[config.mk]
export PLATFORM = sky130hd
export DESIGN_NAME = hsk_ctrl
export DESIGN_NICKNAME = d
export VERILOG_FILES = /design/src/rtl/hsk_pkg.sv /design/src/rtl/hsk_sync.sv /design/src/rtl/hsk_tick.sv /design/src/rtl/hsk_rules.sv /design/src/rtl/hsk_ctrl.sv
export SDC_FILE = /design/constraint.sdc
export NUM_CORES = 1
export LEC_CHECK = 0
export BUFFER_PORTS_ARGS = -buffer_cell sky130_fd_sc_hd__buf_2
export CAP_MARGIN = 15
export CORE_MARGIN = 2
export CORE_UTILIZATION = 55
export DETAILED_ROUTE_END_ITERATION = 8
export PLACE_DENSITY = 0.79
export RECOVER_POWER = 100
export SYNTH_ARGS = -nofsm -noshare
export SYNTH_HDL_FRONTEND = slang
export SYNTH_SLANG_ARGS = --single-unit
[constraint.sdc]
create_clock -name clk -period 2.08 [get_ports clk]
set_clock_uncertainty 0.05 [all_clocks]
set_input_delay 0 -clock clk [delete_from_list [all_inputs] [get_ports clk]]
set_output_delay 0 -clock clk [all_outputs]
set_load 0.02 [all_outputs]
[src/rtl/hsk_pkg.sv]
`timescale 1ns/1ps
package hsk_pkg;
   typedef enum logic [1:0] {
      LOOP_NONE     = 2'b00,
      LOOP_LOCAL    = 2'b01,
      LOOP_RMT_INIT = 2'b10,
      LOOP_RMT_FAR  = 2'b11
   } loop_e;
endpackage

[src/rtl/hsk_sync.sv]
`timescale 1ns/1ps
// Multi-stage synchronizer for a group of independent asynchronous bits.
module hsk_sync #(
   parameter int W = 1,
   parameter int STAGES = 2,
   parameter logic [W-1:0] RST_VAL = '0
) (
   input  logic         clk,
   input  logic         rst_n,
   input  logic [W-1:0] d,
   output logic [W-1:0] q
);
   if (STAGES < 2) begin : g_bad_stages
      $error("hsk_sync: STAGES must be at least 2");
   end
   if (W < 1) begin : g_bad_width
      $error("hsk_sync: W must be at least 1");
   end

   logic [STAGES-1:0][W-1:0] chain;

   always_ff @(posedge clk or negedge rst_n) begin
      if (!rst_n) chain <= {STAGES{RST_VAL}};
      else        chain <= {chain[STAGES-2:0], d};
   end

   assign q = chain[STAGES-1];
endmodule

[src/rtl/hsk_tick.sv]
`timescale 1ns/1ps
// Free-running divider: one-cycle tick every DIV clocks.
module hsk_tick #(
   parameter int DIV = 1536
) (
   input  logic clk,
   input  logic rst_n,
   output logic tick
);
   if (DIV < 4) begin : g_bad_div
      $error("hsk_tick: DIV must be at least 4");
   end

   localparam int CW = $clog2(DIV);
   localparam logic [CW-1:0] LAST = CW'(DIV - 1);
   localparam bit POW2 = (DIV == (1 << CW));

   logic [CW-1:0] cnt;

   if (POW2) begin : g_wrap
      // Power-of-two period: the counter wraps on its own.
      always_ff @(posedge clk or negedge rst_n) begin
         if (!rst_n) cnt <= '0;
         else        cnt <= cnt + 1'b1;
      end
   end else begin : g_clear
      always_ff @(posedge clk or negedge rst_n) begin
         if (!rst_n)           cnt <= '0;
         else if (cnt == LAST) cnt <= '0;
         else                  cnt <= cnt + 1'b1;
      end
   end

   assign tick = (cnt == LAST);
endmodule

[src/rtl/hsk_rules.sv]
`timescale 1ns/1ps
// Handshake decision logic (purely combinational).
module hsk_rules
   import hsk_pkg::*;
(
   input  logic  hsk_mode,
   input  logic  lock,
   input  logic  dtr_act,
   input  logic  rts_act,
   input  loop_e loop,
   output logic  carrier_act,
   output logic  cts_act
);
   logic loop_pass;
   logic dtr_ok;

   always_comb begin
      loop_pass   = (loop == LOOP_NONE) || (loop == LOOP_RMT_INIT);
      dtr_ok      = !hsk_mode || dtr_act;
      carrier_act = lock && dtr_ok && loop_pass;
      cts_act     = hsk_mode && rts_act && lock && dtr_act && (loop != LOOP_RMT_FAR);
   end
endmodule

[src/rtl/hsk_ctrl.sv]
`timescale 1ns/1ps
module hsk_ctrl
   import hsk_pkg::*;
#(
   parameter int SAMPLE_DIV  = 1536,
   parameter int SYNC_STAGES = 2
) (
   input  logic       clk,
   input  logic       rst_n,
   input  logic       hsk_sel,
   input  logic       rts_in_n,
   input  logic       dtr_in_n,
   input  logic       link_lock,
   input  logic [1:0] loop_mode,
   output logic       carrier_n,
   output logic       clr_send_n,
   output logic       set_rdy_n,
   output logic       lock_ind
);
   localparam int NIN = 6;
   // Bit order: sel, rts, dtr, lock, loop[1:0]; handshake lines reset inactive.
   localparam logic [NIN-1:0] IN_RST = 6'b011000;

   if (SYNC_STAGES < 2) begin : g_bad_sync
      $error("hsk_ctrl: SYNC_STAGES must be at least 2");
   end

   logic [NIN-1:0] raw_in, syn_in;
   logic  sel_s, rts_s, dtr_s, lock_s;
   loop_e loop_s;
   logic  tick;
   logic  carrier_act, cts_act;

   assign raw_in = {hsk_sel, rts_in_n, dtr_in_n, link_lock, loop_mode};

   hsk_sync #(.W(NIN), .STAGES(SYNC_STAGES), .RST_VAL(IN_RST)) u_sync (
      .clk(clk), .rst_n(rst_n), .d(raw_in), .q(syn_in)
   );

   assign sel_s  = syn_in[5];
   assign rts_s  = syn_in[4];
   assign dtr_s  = syn_in[3];
   assign lock_s = syn_in[2];
   assign loop_s = loop_e'(syn_in[1:0]);

   hsk_tick #(.DIV(SAMPLE_DIV)) u_tick (
      .clk(clk), .rst_n(rst_n), .tick(tick)
   );

   hsk_rules u_rules (
      .hsk_mode(sel_s), .lock(lock_s), .dtr_act(!dtr_s), .rts_act(!rts_s),
      .loop(loop_s), .carrier_act(carrier_act), .cts_act(cts_act)
   );

   always_ff @(posedge clk or negedge rst_n) begin
      if (!rst_n) begin
         carrier_n  <= 1'b1;
         clr_send_n <= 1'b1;
         set_rdy_n  <= 1'b1;
         lock_ind   <= 1'b0;
      end else begin
         lock_ind  <= lock_s;
         carrier_n <= !carrier_act;
         if (sel_s) begin
            clr_send_n <= !cts_act;
            set_rdy_n  <= 1'b0;
         end else if (tick) begin
            clr_send_n <= rts_s;
            set_rdy_n  <= dtr_s;
         end
      end
   end
endmodule

Yosys cells after proc, flatten, opt, wreduce, memory -nomap -nowiden

Index checks and enable logic that the tools add are counted.

Register bits after elaboration: 27
Output and inout port bits: 4

$add $sub $neg: 1
Eq/ne operators: 3
Multiplexer cells: 5
Reduce and logical (&&, ||, !) cells: 15

Operators with widths:

| cell                                                             | number |
|---|---|
| 11-bit by 1-bit adder with 11-bit output (second input constant) | 1 |
| 11-bit equality test (second input constant)                     | 1 |
| 11-bit two-way mux                                               | 1 |
| 1-bit logical AND                                                | 6 |
| 1-bit zero test                                                  | 5 |
| 1-bit two-way mux                                                | 4 |
| 2-bit equality test (second input constant)                      | 1 |
| 2-bit zero test                                                  | 1 |
| 1-bit logical OR                                                 | 2 |
| 2-bit != test (second input constant)                            | 1 |
| 2-bit nonzero test                                               | 1 |

Logic depth before layout (Yosys ltp)

Depth after elaboration: 7
Depth in mapped cells: 4

Hierarchy

A second synthesis with hierarchy kept.

Cells, all modules: 80
Area total of the unflattened synthesis: 1063.5 µm²

Modules (own cells, without submodules):

| module    | instances | cells each | area each (µm²) |
|---|---|---|---|
| hsk_tick  | 1         | 47         | 534.3 |
| hsk_sync  | 1         | 18         | 350.3 |
| hsk_ctrl  | 1         | 11         | 148.9 |
| hsk_rules | 1         | 4          | 30.0 |

Worst setup path after synthesis

Ideal clock, no wire load.

Path kind: register to register
From: register u_tick.cnt[0]
To: register clr_send_n
Library setup time: 83 ps
Arrival time: 1464 ps
Required time: 1947 ps
Slack: 483 ps
Stages on the path, launching flop included: 5
Clock period less this slack: 1597 ps
Cell sequence: dfrtp_1 -> ha_1 -> nand2_2 -> or4_1 -> o311a_1

Word-level cells in the longest chain between the ends: 2

Ends and longest elaborated chain:

| item                                | line           | source |
|---|---|---|
| start: declaration                  | hsk_tick.sv:18 | `logic [CW-1:0] cnt;` |
| start signal: assignment            | hsk_tick.sv:30 | `else cnt <= cnt + 1'b1;` |
| 11-bit equality test                | hsk_tick.sv:34 | `assign tick = (cnt == LAST);` |
| 2-bit nonzero test (no source line) | -              |  |
| end signal: assignment              | hsk_ctrl.sv:65 | `clr_send_n <= !cts_act;` |
| end signal: assignment              | hsk_ctrl.sv:68 | `clr_send_n <= rts_s;` |
| end: declaration                    | hsk_ctrl.sv:16 | `output logic clr_send_n,` |

Every way passes these cells.
A chain may end at the register's enable or synchronous reset.

Worst setup path after layout

Same ends and word-level chain as after synthesis.

==> key figures <==
Cells and area
  – Finished Cell Area: ~0.0012 mm^2
  – Layout area overhead: 16.4%
  – Layout Nets: approximately 110
  – Layout cells sized above 1: 22.3%
  – Antenna Cells: 0
  – Filler cells: 135

Timing
  – Final Max Tran Viols: 0
  – Final Critical Period: ~1800 ps
  – Worst slew pin tran: around 1300 ps
  – Setup TNS: 0 ps
  – Final hold vios: 0
  – Final setup fails: 0
  – Period utilization: roughly nine tenths
  – Fmax: around 0.55 GHz
  – Worst slew margin: 11.3%
  – RSZ-0062 raised after global routing: false

Worst setup path
  – Crit path capture type: flop
  – FF-to-FF setup slack: roughly 250 ps
  – FF-to-FF End: clr_send_n
  – Worst r2r src: u_tick.cnt[0]
  – Startpoint types: flop
  – WP data arrival: between 2000 and 2500 ps
  – Crit-path max FO: 9
  – Reg2Reg Depth: 4
  – Worst Path Required: 2290 ps
  – Setup CP Type: reg2reg

Synth
  – Yosys Warn Count: 0
  – Average size of a mapped cell: 12.8 um^2
  – Synth Net Count: 91
  – Register area share after synthesis: around 65%
  – FFs w/ async S/R, synth: 100%
  – Synth top area cells: dfrtp_1 48%, dfstp_2 18%, mux2_2 2.1%, nand2_1 2.1%, nand3_2 1.9%
  – Top-count cell post-synth: dfrtp_1
  – Synth top area share: about 48%
  – Cell area after synthesis: about 0.0010 mm^2
  – #FFs+latches synth: 27
  – Dominant cell type by area after synthesis: dfrtp_1
  – Commonest cells post-synth: 20 x dfrtp_1, 7 x dfstp_2, 6 x nand2_1
  – Yosys cell types: 33
  – EDFF count, synth: 0
  – Gate count after technology mapping: 82
  – Synth Flop Type: dfrtp_1

Floorplan
  – CORE AREA: roughly 0.0018 mm^2
  – Die Height: about 48 um
  – Die ar.: ~0.0023 mm^2
  – Site row count: 15
  – Die Width: between 40 and 50 um
  – Starting Density: between 50% and 60%
  – I/O pin cnt: 12

Power and ir drop
  – Tot Pwr: between 0.8 and 0.9 mW
  – LEAKAGE: about 0.50 nW
  – Peak supply drop: slightly above 600 uV
  – Power per cell area: about 660 mW/mm^2

Hold path
  – Hold depth: 2
  – Sink of the worst hold path: u_sync.chain[0]
  – HP Class: in2reg
  – Hold path start: loop_mode[0]

Clock tree
  – Root buf cell: clkbuf_4
  – Post-CTS setup buffers: 0
  – Hold-fix buffers, CTS: 7
  – CTS tree: built
  – Skew-Pair Late Insertion Delay: slightly above 300 ps
  – Clk buf depth: 2
  – Clock sinks: 27
  – H-tree depth: 1
  – Clk pin slew, worst setup/hold paths: 140 ps
  – TritonCTS buffer count: 3
  – CTS resizes: 0

Global route
  – First-pass GRT wire length: 2970 um
  – Total track usage: a little under a fifth
  – Total gr overflow: 0
  – Largest net degree at the start of global routing: 28
  – Antenna violations before repair: 0
  – Vias in the first global route: 704

Routing
  – Total iterations of the first detailed-routing run: 4
  – Post-DR wirelength/cell: roughly 14 um
  – Routed WL: 1750 um
  – DRC Markers: 0
  – DR vias: roughly 690
  – Iter 0 DRT Violations: 22
  – Antenna-violating nets left: 0
  – DR vias/cell: between 5 and 6

Place
  – Port Buffer Count: 11
  – Area post-placement: between 0.001 and 0.0015 mm^2
  – Post-DP HPWL: 1260 um
  – GPL Wtd Cong: approximately 0.87

Run
  – Max Cap Viol: 0

Status
  – Status: completed
## critical path, stage by stage, from the launching register on
cell and delay, ps:
dfrtp_1 430, ha_1 250, nand2_1 200, or4_1 540
o311a_1 310
## state kept, by name (all words and copies together), names as in the netlist
signal        count
u_tick.cnt       11
set_rdy_n         1
clr_send_n        1
u_sync.chain      6
u_sync.q          6
carrier_n         1
lock_ind          1
## cells in the final DEF (no fill, tap or decap)
master         synthesis  routed
a41oi_1                1       1
nor4_1                 3       3
o311a_1                1       1
o31ai_1                1       1
nor3_1                 3       3
dfrtp_1               20      20
and3_2                 1       1
clkinvlp_4             0       1
o41ai_1                1       1
ha_1                   1       1
o21ai_0                1       1
and4_2                 1       1
dfstp_2                7       6
inv_1                  4       4
or4_1                  1       1
and2_1                 1       1
a21oi_1                2       2
dfstp_1                0       1
nand4_1                2       2
buf_2                  1       6
xor2_1                 2       2
and2_2                 1       1
xnor2_1                2       2
nor2b_1                1       1
nand3_2                2       2
dlygate4sd3_1          0       7
nand2_1                6       7
clkbuf_1               0       5
mux2i_1                1       1
nand3_1                2       2
nand2b_1               3       3
clkbuf_4               0       3
o221ai_1               2       2
mux2_2                 2       2
nor2_1                 3       3
nand3b_1               1       1
nor4bb_1               1       1
## metrics by stage
step / instances / util, % / worst slack (ps) / hold slack (ps)
2_1_floorplan: 82 / - / 483 / -346
3_3_place_gp: 117 / 64.1 / 438 / -30.8
3_5_place_dp: 117 / 64.1 / 349 / -23.2
4_1_cts: 128 / 69.8 / 331 / 149
5_1_grt: 128 / 69.3 / 128 / 248
6_report: 128 / 69.3 / 246 / 265
## where the power goes
part,switching (mW),internal [mW],leakage (nW)
logic,0.0191,0.0176,0.170
clock network,0.145,0.0733,0.0139
registers,0.00674,0.544,0.317
## layer usage
layer	GRT usage [%]	vias up	wire length (um)	part of all wire [%]
li1	-	336	-	-
met1	26.5	327	804	46
met2	29.6	21	865	49
met3	2.26	4	50	2.9
met4	8.11	0	29	1.7
met5	0	-	0	0
## final cells by class
| class | count | area (um^2) | area share, % |
|---|---|---|---|
| clock buffers | 3 | 22.5 | 1.84 |
| clock inverters | 1 | 7.51 | 0.614 |
| inverters | 4 | 15.0 | 1.23 |
| multi-input cells | 50 | 343 | 28.0 |
| flip-flops and latches | 27 | 684 | 56.0 |
| well taps | 25 | 31.3 | 2.56 |
| repair buffers | 18 | 119 | 9.72 |
## worst max path at each step
| stage | startpoint | end | slack [ps] |
|---|---|---|---|
| 2_1_floorplan | u_tick.cnt[0] | clr_send_n | 480 |
| 3_3_place_gp | u_tick.cnt[0] | clr_send_n | 440 |
| 3_5_place_dp | u_tick.cnt[0] | clr_send_n | 350 |
| 4_1_cts | u_tick.cnt[0] | clr_send_n | 330 |
| 5_1_grt | u_tick.cnt[0] | clr_send_n | 130 |
| 6_report | u_tick.cnt[0] | clr_send_n | 250 |
## cells by family (layout without fill, tap and decap cells)
| kind of cell | count (synthesis) | in the layout | share of synthesized area, % |
|---|---|---|---|
| flip-flops | 27 | 27 | 65.2 |
| adder cells (fa/ha/maj) | 1 | 1 | 1.19 |
| multiplexers | 3 | 3 | 3.10 |
| buffers and inverters | 5 | 26 | 1.91 |
| XOR/XNOR | 4 | 4 | 3.34 |
| AO/OA/AOI/OAI | 9 | 9 | 6.44 |
| AND/OR/NAND/NOR | 33 | 33 | 18.8 |
No activity file was read; power rests on OpenSTA's default activity.
